==> src/rtl/salu_pkg.sv <==
// Package: shared encodings for the size-aware ALU.
// Assumes a 32-bit datapath with three operand widths (8, 16, 32).
package salu_pkg;
    localparam int DATA_W  = 32;
    localparam int N_SIZES = 3;
    localparam int OP_W    = 4;
    localparam int SIZE_W  = 2;
    localparam int QUICK_W = 4;

    typedef enum logic [SIZE_W-1:0] {
        SZ_BYTE = 2'b00,
        SZ_WORD = 2'b01,
        SZ_LONG = 2'b10,
        SZ_NONE = 2'b11
    } size_e;

    typedef enum logic [OP_W-1:0] {
        OP_ADD   = 4'd0,
        OP_ADDQ  = 4'd1,
        OP_SUB   = 4'd2,
        OP_SUBQ  = 4'd3,
        OP_CMP   = 4'd4,
        OP_NEG   = 4'd5,
        OP_CLR   = 4'd6,
        OP_NOT   = 4'd7,
        OP_AND   = 4'd8,
        OP_OR    = 4'd9,
        OP_EOR   = 4'd10,
        OP_MOVE  = 4'd11,
        OP_MOVEQ = 4'd12,
        OP_TST   = 4'd13,
        OP_RSV0  = 4'd14,
        OP_RSV1  = 4'd15
    } op_e;

    // Which sign-bit equation set the flag unit applies.
    typedef enum logic [1:0] {
        FK_ADD   = 2'd0,
        FK_SUB   = 2'd1,
        FK_NEG   = 2'd2,
        FK_LOGIC = 2'd3
    } flag_kind_e;
endpackage

==> src/rtl/salu_core.sv <==
// Module: salu_core
// Computes the raw full-width result of the selected operation and tells the
// flag unit which equation set applies. Assumes the caller applies sizing;
// this module works on the whole word and does not look at the size select.
module salu_core
    import salu_pkg::*;
#(
    parameter int W  = DATA_W,
    parameter int QW = QUICK_W
) (
    input  logic [OP_W-1:0] op,
    input  logic [W-1:0]    src,
    input  logic [W-1:0]    dst,
    output logic [W-1:0]    raw,
    output logic [W-1:0]    s_used,
    output flag_kind_e      kind,
    output logic            op_ok,
    output logic            wr
);
    logic [W-1:0] quick;

    // Zero-extend the short constant carried in the source low bits.
    assign quick = {{(W-QW){1'b0}}, src[QW-1:0]};

    // Select operation, operand, flag equations and write intent.
    always_comb begin
        raw    = '0;
        s_used = src;
        kind   = FK_LOGIC;
        op_ok  = 1'b1;
        wr     = 1'b1;
        unique case (op_e'(op))
            OP_ADD:   begin raw = dst + src;   kind = FK_ADD; end
            OP_ADDQ:  begin raw = dst + quick; kind = FK_ADD; s_used = quick; end
            OP_SUB:   begin raw = dst - src;   kind = FK_SUB; end
            OP_SUBQ:  begin raw = dst - quick; kind = FK_SUB; s_used = quick; end
            OP_CMP:   begin raw = dst - src;   kind = FK_SUB; wr = 1'b0; end
            OP_NEG:   begin raw = '0 - dst;    kind = FK_NEG; end
            OP_CLR:   raw = '0;
            OP_NOT:   raw = ~dst;
            OP_AND:   raw = dst & src;
            OP_OR:    raw = dst | src;
            OP_EOR:   raw = dst ^ src;
            OP_MOVE:  raw = src;
            OP_MOVEQ: begin raw = quick; s_used = quick; end
            OP_TST:   begin raw = dst; wr = 1'b0; end
            default:  begin op_ok = 1'b0; wr = 1'b0; end
        endcase
    end
endmodule

==> src/rtl/salu_size_view.sv <==
// Module: salu_size_view
// Builds the lane mask and sign-bit taps for the active operand width, merges
// the sized result over the destination and flags a zero result.
// Assumes widths are 8 << index and the widest equals W.
module salu_size_view
    import salu_pkg::*;
#(
    parameter int W  = DATA_W,
    parameter int NS = N_SIZES
) (
    input  logic [SIZE_W-1:0] size,
    input  logic [W-1:0]      s,
    input  logic [W-1:0]      d,
    input  logic [W-1:0]      r,
    output logic              size_ok,
    output logic              sm,
    output logic              dm,
    output logic              rm,
    output logic              r_zero,
    output logic [W-1:0]      merged
);
    logic [W-1:0] lane_mask [NS];
    logic [W-1:0] sign_mask [NS];
    logic [W-1:0] mask;
    logic [W-1:0] sbit;

    // One mask and one sign tap per supported width.
    for (genvar g = 0; g < NS; g++) begin : g_lane
        localparam int LW = 8 << g;
        if (LW < W) begin : g_part
            assign lane_mask[g] = {{(W-LW){1'b0}}, {LW{1'b1}}};
        end else begin : g_full
            assign lane_mask[g] = {W{1'b1}};
        end
        assign sign_mask[g] = {{(W-1){1'b0}}, 1'b1} << (LW-1);
    end

    // Pick the mask for the requested width; unused size selects no lanes.
    always_comb begin
        size_ok = 1'b0;
        mask    = '0;
        sbit    = '0;
        for (int i = 0; i < NS; i++) begin
            if (size == SIZE_W'(i)) begin
                size_ok = 1'b1;
                mask    = lane_mask[i];
                sbit    = sign_mask[i];
            end
        end
    end

    // Tap sign bits at the moving position.
    assign sm = |(s & sbit);
    assign dm = |(d & sbit);
    assign rm = |(r & sbit);

    // Zero test and merge keep the bits above the active width from d.
    assign r_zero = ((r & mask) == '0);
    assign merged = (r & mask) | (d & ~mask);
endmodule

==> src/rtl/salu_flag_eval.sv <==
// Module: salu_flag_eval
// Evaluates N, Z, V and C from the three sign bits and the zero test using
// explicit sign-bit equations. Assumes the inputs are already sized.
module salu_flag_eval
    import salu_pkg::*;
(
    input  flag_kind_e kind,
    input  logic       sm,
    input  logic       dm,
    input  logic       rm,
    input  logic       r_zero,
    output logic       n,
    output logic       z,
    output logic       v,
    output logic       c
);
    // Sign and zero flags follow the sized result directly.
    assign n = rm;
    assign z = r_zero;

    // Overflow and carry per equation set.
    always_comb begin
        unique case (kind)
            FK_ADD: begin
                v = (sm & dm & ~rm) | (~sm & ~dm & rm);
                c = (sm & dm) | (~rm & dm) | (sm & ~rm);
            end
            FK_SUB: begin
                v = (~sm & dm & ~rm) | (sm & ~dm & rm);
                c = (sm & ~dm) | (rm & ~dm) | (sm & rm);
            end
            FK_NEG: begin
                v = dm & rm;
                c = dm | rm;
            end
            default: begin
                v = 1'b0;
                c = 1'b0;
            end
        endcase
    end
endmodule

==> src/rtl/sized_alu.sv <==
// Module: sized_alu (top)
// Combinational size-aware ALU: operation core, size view and flag unit.
// Assumes the caller latches o_result when o_wr_en is high and latches each
// flag whose strobe is high. Holds no state, so it needs no clock or reset.
module sized_alu
    import salu_pkg::*;
(
    input  logic [3:0]  i_op,
    input  logic [1:0]  i_size,
    input  logic [31:0] i_src,
    input  logic [31:0] i_dst,
    output logic [31:0] o_result,
    output logic        o_wr_en,
    output logic        o_n,
    output logic        o_z,
    output logic        o_v,
    output logic        o_c,
    output logic        o_n_en,
    output logic        o_z_en,
    output logic        o_v_en,
    output logic        o_c_en
);
    logic [DATA_W-1:0] raw, s_used;
    flag_kind_e        kind;
    logic              op_ok, wr, size_ok, act;
    logic              sm, dm, rm, r_zero;
    logic              fn, fz, fv, fc;

    salu_core #(.W(DATA_W), .QW(QUICK_W)) u_core (
        .op(i_op), .src(i_src), .dst(i_dst),
        .raw(raw), .s_used(s_used), .kind(kind), .op_ok(op_ok), .wr(wr)
    );

    salu_size_view #(.W(DATA_W), .NS(N_SIZES)) u_view (
        .size(i_size), .s(s_used), .d(i_dst), .r(raw),
        .size_ok(size_ok), .sm(sm), .dm(dm), .rm(rm),
        .r_zero(r_zero), .merged(o_result)
    );

    salu_flag_eval u_flags (
        .kind(kind), .sm(sm), .dm(dm), .rm(rm), .r_zero(r_zero),
        .n(fn), .z(fz), .v(fv), .c(fc)
    );

    // An operation takes effect only with a known code and size.
    assign act = op_ok & size_ok;

    // Gate the write and flag strobes; flags read 0 when idle.
    assign o_wr_en = act & wr;
    assign o_n_en  = act;
    assign o_z_en  = act;
    assign o_v_en  = act;
    assign o_c_en  = act;
    assign o_n     = act & fn;
    assign o_z     = act & fz;
    assign o_v     = act & fv;
    assign o_c     = act & fc;
endmodule

==> config.mk <==
export PLATFORM = sky130hd
export DESIGN_NAME = sized_alu
export DESIGN_NICKNAME = d
export VERILOG_FILES = /design/src/rtl/salu_pkg.sv /design/src/rtl/salu_core.sv /design/src/rtl/salu_size_view.sv /design/src/rtl/salu_flag_eval.sv /design/src/rtl/sized_alu.sv
export SDC_FILE = /design/constraint.sdc
export NUM_CORES = 1
export LEC_CHECK = 0
export BUFFER_PORTS_ARGS = -buffer_cell sky130_fd_sc_hd__buf_2
export CORE_MARGIN = 5
export CORE_UTILIZATION = 43
export DETAILED_ROUTE_END_ITERATION = 12
export GPL_TIMING_DRIVEN = 1
export MAX_ROUTING_LAYER = met4
export REMOVE_ABC_BUFFERS = 1
export SLEW_MARGIN = 20
export SYNTH_ARGS = -nofsm -noshare
export SYNTH_HDL_FRONTEND = slang
export SYNTH_SLANG_ARGS = --single-unit
==> constraint.sdc <==
create_clock -name vclk -period 12.2
set_clock_uncertainty 0.1 [all_clocks]
set_input_delay 2.44 -clock vclk [all_inputs]
set_output_delay 2.44 -clock vclk [all_outputs]
set_load 0.1 [all_outputs]
==> results by group <==
Setup path
  • WP data arrival: 8.59 ns
  • Crit path kind: in2out
  • Worst-path maximum fanout: 7
  • Critical path required time: 9.66 ns
  • Startpoint Class: input port
  • Worst Setup End Kind: primary output

Route
  • DR vias/cell: 6.71
  • # DRC: 0
  • Initial DRC Count: 1,157
  • DR WL/cell: 23.9 um
  • Router iterations before antenna repair: 6
  • Final wirelength: 33,100 um
  • Via count: 9,292
  • Antenna-violating nets left: 0

Timing
  • Final setup violation count: 0
  • Worst-margin pin slew: 1.13 ns
  • Slew headroom: 24.6%
  • Final Hold Viols: 0
  • Tmin final: 11.13 ns
  • RSZ-0062 raised after global routing: no
  • Fmax: 89.9 MHz
  • Final period utilization: 91.2%
  • Final worst setup slack: 1.07 ns
  • Max Slew Vio Count: 0

Yosys
  • Sequential fraction of the synthesis area: 0%
  • Distinct cell type count after synthesis: 77
  • Synth warn: 0
  • Cell Area, Synth: 7080 um^2
  • Synthesized instance count: 1,093
  • Mean Syn Cell Area: 6.48 um^2

GRT
  • GRT overflow: 0
  • Vias in the first global route: 8,535
  • Antenna violations before repair: 1
  • First-pass GRT wire length: 49,700 um
  • Largest net degree at the start of global routing: 44
  • Gr usage total: 33.1%

Die
  • # IOs: 111
  • Num rows: 47
  • Initial Util: 43.3%
  • Die X: 138 um
  • Core ar.: 16,300 um^2
  • Die Ht: 138 um
  • Die area: 19,100 um^2

Placed design
  • Cell count after placement: 1,383
  • Final GP Congestion: 1.03
  • HPWL Detailed: 25,500 um
  • Port Buffer Count: 111
  • Dpl ws: 1.18 ns

Layout
  • Proportion of layout cells with a drive suffix above 1: 14.9%
  • Filler cells: 1,815
  • Post-layout net count: 1,338
  • FF+latch count: 0
  • Clk_buf instances: 0
  • Seq. cell area: 0 um^2
  • Non-filler cells, final: 1,384
  • P&R area growth vs syn: 10.9%

Clocking
  • PostCTS Resize Cnt: 0
  • Hold_buf cts: 0
  • Postcts setup bufs: 0

Outcome
  • Run status: completed

Worst hold path
  • Hold WC Path Type: in2out

Flow run
  • Max-cap viol count: 0
cell type report:
| type | count | area (um^2) | area share [%] |
|---|---|---|---|
| inverters | 94 | 353 | 4.49 |
| multi-input cells | 934 | 6480 | 82.6 |
| well taps | 220 | 275 | 3.51 |
| repair buffers | 135 | 736 | 9.37 |
| diodes | 1 | 2.50 | 0.0319 |
layer usage:
| metal | global-route usage [%] | part of all wire (%) | up-vias |
|---|---|---|---|
| li1 | - | - | 4247 |
| met1 | 42.4 | 40 | 4356 |
| met2 | 50.4 | 44 | 557 |
| met3 | 6.22 | 11 | 132 |
| met4 | 15.1 | 5.4 | 0 |
| met5 | - | 0 | - |
worst max-delay path: stages:
cell      delay (ns)
buf_2           0.15
inv_1           0.09
ha_1            0.18
nor3b_1         0.53
nand4_1         0.23
nand2b_1        0.22
or3_1           0.37
or3_1           0.39
or2_2           0.35
nor3_1          0.31
nand3_1         0.18
nor2_1          0.15
o21ai_0         0.09
nand3_1         0.13
ha_1            0.30
a21oi_1         0.21
inv_1           0.07
a21o_1          0.17
a221o_1         0.34
a21oi_1         0.22
xor2_1          0.35
a21oi_2         0.17
a21oi_1         0.15
nor4b_1         0.07
nor4_1          0.26
buf_2           0.47
Yosys cell counts (14+ instances only):
master / instances / area share (%)
o22ai_1: 18 / 1.6
clkbuf_1: 54 / 2.9
nand3_1: 30 / 2.1
nand4_1: 17 / 1.5
a21oi_1: 104 / 7.4
o21ai_0: 94 / 6.6
nor2_1: 104 / 5.5
xnor2_1: 31 / 3.8
inv_1: 91 / 4.8
a21o_1: 18 / 1.9
nand2_1: 93 / 4.9
ha_1: 102 / 18
o221ai_1: 14 / 1.7
a31oi_1: 25 / 2.2
or3_1: 14 / 1.2
nor3_1: 33 / 2.3
o211ai_1: 17 / 1.8
cell families after synthesis:
| logic type | synth area share (%) |
|---|---|
| AOI/OAI and AO/OA | 37.1 |
| and+or+nand+nor | 24.4 |
| buffers and inverters | 8.59 |
| adders and majority gates | 18.3 |
| xor gates and xnor gates | 4.95 |
| muxes | 6.63 |
cells in the final DEF, fill, tap and decap left out, types with 5 or more instances in the layout:
cell type  instances
or3_1             14
inv_1             91
xnor2_1           31
mux2_2             5
o21ai_0           93
nand3_1           30
nand2_1           93
and3_1             5
o211ai_1          17
xor2_1             9
nor2b_1           10
nor4_1            11
o311ai_0           6
a221oi_1           7
a21o_1            18
and2_1             7
nor3_1            33
a211oi_1          12
nor2_1           104
a22o_1             6
o21a_1             7
a31oi_1           25
a41oi_1            6
nand2b_1           8
nand4_1           17
buf_4             24
o221ai_1          14
a22oi_1           12
mux2i_1           11
buf_2            111
a21oi_1          104
a211o_1            5
ha_1             102
mux4_2            13
o22ai_1           18
worst paths after layout:
check / startpoint / to / cells past startpoint
worst min-delay path: i_dst[0] / o_result[0] / 4
worst max-delay path: i_src[0] / o_c / 26
metrics by stage:
step | area [um^2] | setup TNS [ns] | util [%] | hold slack, ns
after floorplan | 6820 | -5.98 | - | 5.22
after global routing | 7850 | 0 | 48.0 | 5.33
after CTS | 7850 | 0 | 48.0 | 5.30
after global placement | 7850 | 0 | 48.0 | 5.30
after detailed placement | 7850 | 0 | 48.0 | 5.30
final | 7850 | 0 | 48.0 | 5.30
